**config.mk**
```make
export PLATFORM = sky130hd
export DESIGN_NAME = adc_xtrig_seq
export DESIGN_NICKNAME = d
export VERILOG_FILES = /design/src/rtl/adc_seq_pkg.sv /design/src/rtl/adc_seq_timer.sv /design/src/rtl/adc_seq_arb.sv /design/src/rtl/adc_seq_store.sv /design/src/rtl/adc_xtrig_seq.sv
export SDC_FILE = /design/constraint.sdc
export NUM_CORES = 1
export LEC_CHECK = 0
export BUFFER_PORTS_ARGS = -buffer_cell sky130_fd_sc_hd__clkbuf_2
export CORE_UTILIZATION = 40
export CTS_CLUSTER_SIZE = 20
export DETAILED_ROUTE_END_ITERATION = 8
export HOLD_SLACK_MARGIN = 0.02
export PLACE_DENSITY = 0.62
export SYNTH_ARGS = -nofsm -noshare
export SYNTH_HDL_FRONTEND = slang
export SYNTH_SLANG_ARGS = --single-unit
```
**constraint.sdc**
```tcl
create_clock -name clk_i -period 5.6 [get_ports clk_i]
set_input_delay 0.28 -clock clk_i [delete_from_list [all_inputs] [get_ports clk_i]]
set_output_delay 0.28 -clock clk_i [all_outputs]
set_load 0.01 [all_outputs]
```
**src/rtl/adc_seq_pkg.sv**
```systemverilog
package adc_seq_pkg;
  typedef enum logic [1:0] {PH_IDLE, PH_SAMP, PH_EVAL, PH_LATCH} phase_e;
  localparam int unsigned HALF_SAMP_MAX = 6;
endpackage

```
**src/rtl/adc_seq_timer.sv**
```systemverilog
module adc_seq_timer
  import adc_seq_pkg::*;
#(
  parameter int unsigned CNT_W = 5,
  parameter int unsigned RES_W = 10
) (
  input  logic             clk_i,
  input  logic             rst_ni,
  input  logic             start_i,
  input  logic [CNT_W-1:0] samp_cnt_i,
  input  logic [CNT_W-1:0] cmp_cnt_i,
  input  logic [CNT_W-1:0] latch_cnt_i,
  output phase_e           phase_o,
  output logic             capture_o,
  output logic             done_o
);
  localparam int unsigned EVAL_MUL = 2 * RES_W;
  localparam int unsigned LEN_W    = CNT_W + $clog2(EVAL_MUL) + 1;

  phase_e           phase_q;
  logic [LEN_W-1:0] cnt_q;
  logic [LEN_W-1:0] samp_len, eval_len, latch_len, samp2;

  // half-period offset: sampling opens on the falling ADC-clock edge when samp <= 6
  assign samp2     = LEN_W'({samp_cnt_i, 1'b0});
  assign samp_len  = (samp_cnt_i <= CNT_W'(HALF_SAMP_MAX)) ? samp2 - LEN_W'(1) : samp2 - LEN_W'(2);
  assign eval_len  = LEN_W'(cmp_cnt_i) * LEN_W'(EVAL_MUL);
  assign latch_len = LEN_W'({latch_cnt_i, 1'b0});

  assign capture_o = (phase_q == PH_EVAL) && (cnt_q == '0);
  assign done_o    = (phase_q == PH_LATCH) && (cnt_q == '0);
  assign phase_o   = phase_q;

  always_ff @(posedge clk_i or negedge rst_ni) begin
    if (!rst_ni) begin
      phase_q <= PH_IDLE;
      cnt_q   <= '0;
    end else begin
      unique case (phase_q)
        PH_IDLE: if (start_i) begin
          phase_q <= PH_SAMP;
          cnt_q   <= samp_len - LEN_W'(1);
        end
        PH_SAMP: if (cnt_q == '0) begin
          phase_q <= PH_EVAL;
          cnt_q   <= eval_len - LEN_W'(1);
        end else cnt_q <= cnt_q - LEN_W'(1);
        PH_EVAL: if (cnt_q == '0) begin
          phase_q <= PH_LATCH;
          cnt_q   <= latch_len - LEN_W'(1);
        end else cnt_q <= cnt_q - LEN_W'(1);
        PH_LATCH: if (cnt_q == '0) begin
          if (start_i) begin
            phase_q <= PH_SAMP;
            cnt_q   <= samp_len - LEN_W'(1);
          end else phase_q <= PH_IDLE;
        end else cnt_q <= cnt_q - LEN_W'(1);
        default: phase_q <= PH_IDLE;
      endcase
    end
  end

  assert_idle_holds_R7: assert property (@(posedge clk_i) disable iff (!rst_ni)
    (phase_q == PH_IDLE && !start_i) |=> (phase_q == PH_IDLE));
  assert_samp_window_R6: assert property (@(posedge clk_i) disable iff (!rst_ni)
    (phase_q == PH_SAMP) |-> (cnt_q < samp_len));
  assert_eval_after_samp_R7: assert property (@(posedge clk_i) disable iff (!rst_ni)
    (phase_q == PH_SAMP) |=> (phase_q inside {PH_SAMP, PH_EVAL}));
endmodule

```
**src/rtl/adc_seq_arb.sv**
```systemverilog
module adc_seq_arb #(
  parameter int unsigned CH_W = 2
) (
  input  logic            clk_i,
  input  logic            rst_ni,
  input  logic            xtrig_en_i,
  input  logic            sw_norm_req_i,
  input  logic [CH_W-1:0] sw_norm_ch_i,
  input  logic            sw_inj_req_i,
  input  logic [CH_W-1:0] sw_inj_ch_i,
  input  logic            xtrig_pulse_i,
  input  logic [CH_W-1:0] xtrig_ch_i,
  input  logic            idle_i,
  input  logic            done_i,
  output logic            start_o,
  output logic [CH_W-1:0] start_ch_o,
  output logic            started_o,
  output logic            overrun_o
);
  logic            pend_vld_q, started_q, overrun_q;
  logic [CH_W-1:0] pend_ch_q;
  logic            trig, from_pend, from_trig;

  assign trig      = xtrig_en_i && xtrig_pulse_i;
  assign from_pend = xtrig_en_i && pend_vld_q && (idle_i || done_i);
  assign from_trig = trig && idle_i && !pend_vld_q;

  always_comb begin
    start_o    = 1'b0;
    start_ch_o = '0;
    if (xtrig_en_i) begin
      if (from_pend) begin
        start_o = 1'b1; start_ch_o = pend_ch_q;
      end else if (from_trig) begin
        start_o = 1'b1; start_ch_o = xtrig_ch_i;
      end
    end else if (idle_i) begin
      if (sw_inj_req_i) begin
        start_o = 1'b1; start_ch_o = sw_inj_ch_i;
      end else if (sw_norm_req_i) begin
        start_o = 1'b1; start_ch_o = sw_norm_ch_i;
      end
    end
  end

  always_ff @(posedge clk_i or negedge rst_ni) begin
    if (!rst_ni) begin
      pend_vld_q <= 1'b0;
      pend_ch_q  <= '0;
      started_q  <= 1'b0;
      overrun_q  <= 1'b0;
    end else if (!xtrig_en_i) begin
      pend_vld_q <= 1'b0;
      started_q  <= 1'b0;
      overrun_q  <= 1'b0;
    end else begin
      if (start_o) started_q <= 1'b1;
      if (trig && !from_trig) begin
        if (pend_vld_q && !from_pend) overrun_q <= 1'b1;
        else begin
          pend_vld_q <= 1'b1;
          pend_ch_q  <= xtrig_ch_i;
        end
      end else if (from_pend) pend_vld_q <= 1'b0;
    end
  end

  assign started_o = started_q;
  assign overrun_o = overrun_q;

  assert_ctrl_blocks_sw_R2: assert property (@(posedge clk_i) disable iff (!rst_ni)
    (xtrig_en_i && !xtrig_pulse_i && !pend_vld_q) |-> !start_o);
  assert_started_sticky_R4: assert property (@(posedge clk_i) disable iff (!rst_ni)
    (xtrig_en_i && started_q) |=> (started_q || !xtrig_en_i));
  assert_overrun_sticky_R5: assert property (@(posedge clk_i) disable iff (!rst_ni)
    (xtrig_en_i && overrun_q) |=> (overrun_q || !xtrig_en_i));
  assert_pend_only_ctrl_R5: assert property (@(posedge clk_i) disable iff (!rst_ni)
    !xtrig_en_i |=> !pend_vld_q);
endmodule

```
**src/rtl/adc_seq_store.sv**
```systemverilog
module adc_seq_store #(
  parameter int unsigned NUM_CH = 4,
  parameter int unsigned CH_W   = 2,
  parameter int unsigned RES_W  = 10
) (
  input  logic                    clk_i,
  input  logic                    rst_ni,
  input  logic                    wr_i,
  input  logic [CH_W-1:0]         wr_ch_i,
  input  logic [RES_W-1:0]        wr_data_i,
  input  logic [NUM_CH-1:0]       wdg_en_i,
  input  logic [NUM_CH*RES_W-1:0] thr_lo_i,
  input  logic [NUM_CH*RES_W-1:0] thr_hi_i,
  input  logic [NUM_CH-1:0]       wdg_clr_i,
  input  logic [CH_W-1:0]         rd_ch_i,
  output logic [RES_W-1:0]        rd_data_o,
  output logic [NUM_CH-1:0]       wdg_flag_o
);
  logic [RES_W-1:0]  data_q [NUM_CH];
  logic [NUM_CH-1:0] flag_q;

  for (genvar c = 0; c < NUM_CH; c++) begin : g_ch
    logic             sel, hit;
    logic [RES_W-1:0] lo, hi;
    assign lo  = thr_lo_i[c*RES_W +: RES_W];
    assign hi  = thr_hi_i[c*RES_W +: RES_W];
    assign sel = wr_i && (wr_ch_i == CH_W'(c));
    assign hit = sel && wdg_en_i[c] && ((wr_data_i < lo) || (wr_data_i > hi));

    always_ff @(posedge clk_i or negedge rst_ni) begin
      if (!rst_ni) begin
        data_q[c] <= '0;
        flag_q[c] <= 1'b0;
      end else begin
        if (sel) data_q[c] <= wr_data_i;
        if (hit) flag_q[c] <= 1'b1;
        else if (wdg_clr_i[c]) flag_q[c] <= 1'b0;
      end
    end

    assert_flag_needs_write_R9: assert property (@(posedge clk_i) disable iff (!rst_ni)
      (!flag_q[c] && !sel) |=> !flag_q[c]);
    assert_flag_needs_enable_R9: assert property (@(posedge clk_i) disable iff (!rst_ni)
      (!flag_q[c] && !wdg_en_i[c]) |=> !flag_q[c]);
  end

  assign rd_data_o  = data_q[rd_ch_i];
  assign wdg_flag_o = flag_q;
endmodule

```
**src/rtl/adc_xtrig_seq.sv**
```systemverilog
module adc_xtrig_seq
  import adc_seq_pkg::*;
#(
  parameter int unsigned NUM_CH = 4,
  parameter int unsigned RES_W  = 10,
  parameter int unsigned CNT_W  = 5,
  localparam int unsigned CH_W  = (NUM_CH > 1) ? $clog2(NUM_CH) : 1
) (
  input  logic                    clk_i,
  input  logic                    rst_ni,
  input  logic                    xtrig_en_i,
  input  logic                    sw_norm_req_i,
  input  logic [CH_W-1:0]         sw_norm_ch_i,
  input  logic                    sw_inj_req_i,
  input  logic [CH_W-1:0]         sw_inj_ch_i,
  input  logic                    xtrig_pulse_i,
  input  logic [CH_W-1:0]         xtrig_ch_i,
  input  logic [CNT_W-1:0]        samp_cnt_i,
  input  logic [CNT_W-1:0]        cmp_cnt_i,
  input  logic [CNT_W-1:0]        latch_cnt_i,
  input  logic [RES_W-1:0]        adc_result_i,
  input  logic [NUM_CH-1:0]       wdg_en_i,
  input  logic [NUM_CH*RES_W-1:0] thr_lo_i,
  input  logic [NUM_CH*RES_W-1:0] thr_hi_i,
  input  logic [NUM_CH-1:0]       wdg_clr_i,
  input  logic [CH_W-1:0]         rd_ch_i,
  output logic [RES_W-1:0]        rd_data_o,
  output logic                    busy_o,
  output logic                    sample_o,
  output logic                    res_valid_o,
  output logic [CH_W-1:0]         res_ch_o,
  output logic [RES_W-1:0]        res_data_o,
  output logic [NUM_CH-1:0]       wdg_flag_o,
  output logic                    xtrig_started_o,
  output logic                    overrun_o
);
  phase_e           phase;
  logic             start, capture, done;
  logic [CH_W-1:0]  start_ch, cur_ch_q;
  logic [RES_W-1:0] res_q;

  adc_seq_arb #(.CH_W(CH_W)) u_arb (
    .clk_i, .rst_ni, .xtrig_en_i,
    .sw_norm_req_i, .sw_norm_ch_i, .sw_inj_req_i, .sw_inj_ch_i,
    .xtrig_pulse_i, .xtrig_ch_i,
    .idle_i     (phase == PH_IDLE),
    .done_i     (done),
    .start_o    (start),
    .start_ch_o (start_ch),
    .started_o  (xtrig_started_o),
    .overrun_o  (overrun_o)
  );

  adc_seq_timer #(.CNT_W(CNT_W), .RES_W(RES_W)) u_timer (
    .clk_i, .rst_ni,
    .start_i   (start),
    .samp_cnt_i, .cmp_cnt_i, .latch_cnt_i,
    .phase_o   (phase),
    .capture_o (capture),
    .done_o    (done)
  );

  adc_seq_store #(.NUM_CH(NUM_CH), .CH_W(CH_W), .RES_W(RES_W)) u_store (
    .clk_i, .rst_ni,
    .wr_i      (done),
    .wr_ch_i   (cur_ch_q),
    .wr_data_i (res_q),
    .wdg_en_i, .thr_lo_i, .thr_hi_i, .wdg_clr_i, .rd_ch_i,
    .rd_data_o, .wdg_flag_o
  );

  always_ff @(posedge clk_i or negedge rst_ni) begin
    if (!rst_ni) begin
      cur_ch_q    <= '0;
      res_q       <= '0;
      res_valid_o <= 1'b0;
      res_ch_o    <= '0;
      res_data_o  <= '0;
    end else begin
      if (start)   cur_ch_q <= start_ch;
      if (capture) res_q    <= adc_result_i;
      res_valid_o <= done;
      if (done) begin
        res_ch_o   <= cur_ch_q;
        res_data_o <= res_q;
      end
    end
  end

  assign busy_o   = (phase != PH_IDLE);
  assign sample_o = (phase == PH_SAMP);

  assert_valid_single_R8: assert property (@(posedge clk_i) disable iff (!rst_ni)
    res_valid_o |=> !res_valid_o);
  assert_valid_after_busy_R8: assert property (@(posedge clk_i) disable iff (!rst_ni)
    res_valid_o |-> $past(busy_o));
  assert_sample_from_idle_R7: assert property (@(posedge clk_i) disable iff (!rst_ni)
    $rose(sample_o) |-> $past(start));
endmodule

```
# After elaboration in Yosys (flattened, before gate mapping)
# Cells that the tools add are included.
[totals] reg_bits=87 wordCells=138
[classes] add_sub_neg=6 multipliers=1 n_lt_le_gt_ge=10 n_eq_ne=15 n_mux=44 n_bitwise=2 reduce_logical=41
[ops] operator="$mux W11" count=5
[ops] operator="$pmux W11 S4" count=1
[ops] operator="$gt A10 B10 Y1" count=4
[ops] operator="$lt A10 B10 Y1" count=4
[ops] operator="$mux W1" count=24
[ops] operator="$sub A11 B1 Y11 const B" count=2
[ops] operator="$logic_and A1 B1 Y1" count=21
[ops] operator="$bmux W10 S2" count=1
[ops] operator="$mux W10" count=2
[ops] operator="$mux W2" count=10
[ops] operator="$sub A6 B1 Y7 const B" count=2
[ops] operator="$logic_not A11 Y1" count=1
[ops] operator="$sub A10 B1 Y11 const B" count=1
[ops] operator="$reduce_bool A2 Y1" count=5
[ops] operator="$eq A2 B2 Y1 const B" count=4
[ops] operator="$mul A5 B3 Y8 const B" count=1
[ops] operator="$ne A2 B1 Y1 const B" count=4
[ops] operator="$pmux W2 S4" count=1
[ops] operator="$sub A6 B2 Y7 const B" count=1
[ops] operator="$ne A2 B2 Y1 const B" count=3
[ops] operator="$le A5 B3 Y1 const B" count=1
[ops] operator="$logic_or A1 B1 Y1" count=5
[ops] operator="$eq A2 B1 Y1 const B" count=2
[ops] operator="$logic_not A2 Y1" count=2
[ops] operator="9 further kinds" count=12

# Longest topological paths before layout
[logic_depth] depth_word=9 depth_mapped=11

# By module
# From an unflattened synthesis, not the netlist that was laid out.
[unflattened] hier_cells=691 area_unflattened_um2=6891.6
[modules_own_cells] module="adc_seq_store" n_inst=1 cells_each=381 area_each_um2=3786.1 seq_area_each_um2=1101.1
[modules_own_cells] module="adc_seq_timer" n_inst=1 cells_each=225 area_each_um2=1825.5 seq_area_each_um2=325.3
[modules_own_cells] module="adc_xtrig_seq" n_inst=1 cells_each=54 area_each_um2=972.2 seq_area_each_um2=625.6
[modules_own_cells] module="adc_seq_arb" n_inst=1 cells_each=31 area_each_um2=307.8 seq_area_each_um2=125.1

# Worst setup path before layout
# OpenSTA, ideal clock, no wires.
[synth_timing] path_type="in2reg" start="input cmp_cnt_i[1]" end="register u_timer.cnt_q[7]" arrival_ps=2209 required_time_ps=5479 setup_slack_ps=3270 cell_stages=9 cell_sequence="ha_1 ha_1 fa_1 nor3_1 and3_1 xnor2_1 o21ai_0 a22oi_1 o22a_1"
[synth_between] elab_chain_len=4
[synth_rtl] element="start, declared" line_no="adc_xtrig_seq.sv:19" source="input logic [CNT_W-1:0] cmp_cnt_i,"
[synth_rtl] element="$mul A5 B3 Y8" line_no="adc_seq_timer.sv:27" source="assign eval_len = LEN_W'(cmp_cnt_i) * LEN_W'(EVAL_MUL);"
[synth_rtl] element="$sub A10 B1 Y11" line_no="adc_seq_timer.sv:46" source="cnt_q <= eval_len - LEN_W'(1);"
[synth_rtl] element="$mux W11" line_no="adc_seq_timer.sv:44" source="PH_SAMP: if (cnt_q == '0) begin"
[synth_rtl] element="$pmux W11 S4" line_no="adc_seq_timer.sv:39" source="unique case (phase_q)"
[synth_rtl] element="end signal, assigned" line_no="adc_seq_timer.sv:42" source="cnt_q <= samp_len - LEN_W'(1);"
[synth_rtl] element="end signal, assigned" line_no="adc_seq_timer.sv:46"
[synth_rtl] element="end signal, assigned" line_no="adc_seq_timer.sv:47" source="end else cnt_q <= cnt_q - LEN_W'(1);"
[synth_rtl] element="end, declared" line_no="adc_seq_timer.sv:21" source="logic [LEN_W-1:0] cnt_q;"
# No other way between the ends.
# A chain may end at the register's enable or synchronous reset.

# Worst setup path in the final report
[layout_timing] start="register u_timer.cnt_q[0]" end="register u_store.data_q[33] (netlist name)"
[layout_between] elab_chain_len=3
[layout_rtl] element="$logic_not A11 Y1" line_no="adc_seq_timer.sv:31" source="assign done_o = (phase_q == PH_LATCH) && (cnt_q == '0);"
[layout_rtl] element="$logic_and A1 B1 Y1" line_no="adc_seq_timer.sv:31"
[layout_rtl] element="$logic_and A1 B1 Y1" line_no="adc_seq_store.sv:27" source="assign sel = wr_i && (wr_ch_i == CH_W'(c));"
[layout_rtl] element="end signal, assigned by index" line_no="adc_seq_store.sv:35" source="if (sel) data_q[c] <= wr_data_i;"
[layout_rtl] element="end, declared" line_no="adc_seq_store.sv:19" source="logic [RES_W-1:0] data_q [NUM_CH];"
# No other way between the ends.

==> run summary <==
Clk slew on worst S/H paths -> 70 ps
Final std cell area, no fill -> 8168 um2
Simple-gate area share of the yosys netlist -> 13.18%
M2 GR Usage -> 36.85%
Drt initial violations -> 317
Final hold vios -> 0
Yosys cell types -> 65
Starting density of the core -> 41.25%
Routed WL -> 18440 um
Synth Area in Adders -> 17.43%
Main flop type after synthesis -> dfrtp_1
Vias/cell -> 5.265
Register area -> 2177 um2
Die height -> 133.0 um
Synth Cell Area -> 6864 um2
Cts bufs inserted -> 9
Post-synthesis compound-gate area fraction -> 16.13%
Initial antenna violation count -> 1
VDD IR max -> 0.0001649 V
# DRC -> 0
Die width -> 133.0 um
Share of the synthesized area in the top cell type -> 31.72%
Largest family of logic cells by synthesized area -> adder cells
Register area share after synthesis -> 31.72%
Critical Path Start Type -> register
Port buffer count -> 157
Final setup fails -> 0
M1 GR Usage -> 28.32%
Slew Limit Fails -> 0
Final period util -> 54.47%
Post-synthesis mux area share -> 11.98%
Hold depth -> 2
FF+latch count, synth -> 87
Rel. slew slack -> 43.58%
Leak pwr -> 0.004399 uW
Worst Path Arrival -> 3280 ps
Gr usage total -> 21.58%
Worst slack, placed -> 2482 ps
Worst-path fanout max -> 17
Crit end category -> register
Setup Skew -> 8.039 ps
Detailed placer's ending HPWL -> 14100 um
Synthesized instance count -> 733
Final layout net count -> 1108
Net Count, Synth -> 955
Worst Setup Path Type -> reg2reg
Class of the worst hold path -> in2reg
Total design power -> 3399 uW
Least-Margin Pin Slew -> 835.7 ps
Cell taking the most area after synthesis -> dfrtp_1
Share of post-route cells with drive strength above 1 -> 28.06%
Vias in the first global route -> 5677
RePlAce Congestion -> 0.8632
Status -> complete, no violations
Max Clock Freq -> 327.8 MHz
RSZ-0062 raised after global routing -> false
GRT overflow -> 0
Core area -> 16640 um2
Deepest clock path buffer count -> 2
Async set-reset flop share out of synthesis -> 100.0%
Final Worst Setup Slack -> 2550 ps
Placed cell area -> 7859 um2
Min cycle time layout -> 3050 ps
Setup TNS -> 0 ps
Area grow syn2layout -> 18.99%
Layer with the highest usage -> met2
# resized after CTS -> 0
Met3 usage -> 3.410%
Clock sink count -> 87
Area of the multi-input gates -> 4197 um2
H-tree Lvls -> 3
Post-Synth XOR/XNOR Area -> 2.424%
Largest net degree at the start of global routing -> 51
DRT antenna net count -> 0
Rows -> 47
Largest cells by area after synthesis -> dfrtp_1 32%, ha_1 17%, mux2_2 8.7%
Power density over the cells -> 416.2 nW/um2
# fillers -> 1607
Antenna diodes -> 0
Via count -> 5849
WP data required -> 5830 ps
CTS tree -> built
Clk root buf -> clkbuf_16
# Max-Cap Violations -> 0
Die area -> 17690 um2
Drt wl/cell -> 16.60 um
IO Count -> 158
Number of flops mapped to enable cells by yosys -> 0
Clock Latency Late Sink -> 340 ps
YS warnings -> 0
Global-route wire length before repair -> 29700 um
Mean Syn Cell Area -> 9.364 um2
Pre-Repair DR Iteration Count -> 4
Register-to-Register Path Depth -> 7
cells by family after synthesis:
logic type / Yosys count
flip-flops: 87
AO/OA/AOI/OAI: 166
buffers and inverters: 122
AND/OR/NAND/NOR: 181
multiplexers: 63
adder cells (fa/ha/maj): 95
XOR/XNOR: 19
synth_stat cells, types with 3 or more instances:
cell type  instances
inv_1             98
ha_1              94
dfrtp_1           87
nand2_1           72
mux2_2            53
a21oi_1           37
o21ai_0           36
nor2_1            29
nor3_1            17
a21o_1            13
clkbuf_1          11
nand4_1           11
nor2b_1           11
mux4_2            10
xor2_1            10
a22oi_1            9
nand3_1            9
xnor2_1            9
a31oi_1            7
o2111ai_1          6
o21a_1             6
a21boi_0           5
a221oi_1           5
and3_1             5
nand3b_1           5
o221ai_1           5
o22a_1             5
o22ai_1            5
buf_2              4
nand2b_1           4
a211o_1            3
and2_1             3
buf_4              3
nor4_1             3
o211a_1            3
path summary, 6_finish.rpt:
kind                       slack, ps                     to        startpoint
min                              160  u_store.wdg_flag_o[3]      wdg_clr_i[3]
max in group asynchronous       4130               res_q[9]            rst_ni
max                             2550     u_store.data_q[33]  u_timer.cnt_q[0]
min reg2reg                      480          res_data_o[3]     res_data_o[3]
max reg2reg                     2550     u_store.data_q[33]  u_timer.cnt_q[0]
min in group asynchronous        440               res_q[2]            rst_ni
placed cells by master, fill, tap and decap left out, drive strengths merged, types with 6 or more instances in the layout:
cell | Yosys | routed
xnor2 | 9 | 9
buf | 11 | 7
o21ai | 36 | 36
inv | 98 | 102
clkbuf | 11 | 165
nor2 | 29 | 29
nand2 | 74 | 74
nand4 | 11 | 11
nor3 | 18 | 18
ha | 94 | 94
mux4 | 10 | 10
o21a | 6 | 6
a22oi | 9 | 9
a21o | 13 | 13
nor2b | 11 | 11
mux2 | 53 | 53
a31oi | 7 | 7
xor2 | 10 | 10
nand3 | 10 | 10
o2111ai | 6 | 6
dfrtp | 87 | 87
a21oi | 37 | 37
metrics by stage:
step / cells / hold slack (ps) / utilization (%)
finish: 1111 / 157.1 / 49.08
global placement: 1094 / 279.2 / 47.22
global route: 1111 / 161.7 / 49.08
detailed placement: 1094 / 277.9 / 47.22
CTS: 1111 / 146.3 / 49.08
floorplan: 733 / -15.59 / -
worst max-delay path: stages (launching register included):
cell and delay (ps):
dfrtp_1 390, inv_1 110, ha_1 150, nor2b_1 300, and3_1 640, nand2_4 260, nor3_2 660, mux2_2 410
layout make-up:
cell class              instances  share of cell area, %
clock buffers                   9                  2.757
inverters                     100                  4.611
well taps                     220                  3.370
clock inverters                 7                 0.9038
flip-flops and latches         87                  26.65
multi-input cells             524                  51.38
repair buffers                164                  10.32
power breakdown:
| part | leakage, uW | internal, uW | switching [uW] | total, uW |
|---|---|---|---|---|
| sequential | 0.00116 | 828 | 308 | 1140 |
| clock | 0.000147 | 316 | 281 | 597 |
| combinational | 0.00309 | 770 | 897 | 1670 |
| total | 0.00440 | 1910 | 1490 | 3400 |
layer usage:
metal | up-vias | part of all wire [%] | wire (um)
met4 | 2 | 1.2 | 220
met2 | 165 | 48 | 8767
li1 | 2955 | - | -
met5 | - | 0.092 | 17
met1 | 2707 | 46 | 8499
met3 | 20 | 5.1 | 935
flip-flops by register name (all words and copies together) (netlist names):
register / flops
u_store.data_q: 40
res_ch_o: 2
u_arb.overrun_o: 1
res_data_o: 10
u_timer.cnt_q: 11
u_arb.pend_ch_q: 2
u_arb.pend_vld_q: 1
res_valid_o: 1
u_arb.started_o: 1
u_store.wdg_flag_o: 4
res_q: 10
cur_ch_q: 2
u_timer.phase_o: 2
what timing repair did:
item,4_1_cts,5_1_grt
hold buffers,1,0
hold endpoints to repair,37,0
setup buffers,0,0
No activity file was read; power rests on OpenSTA's default activity.
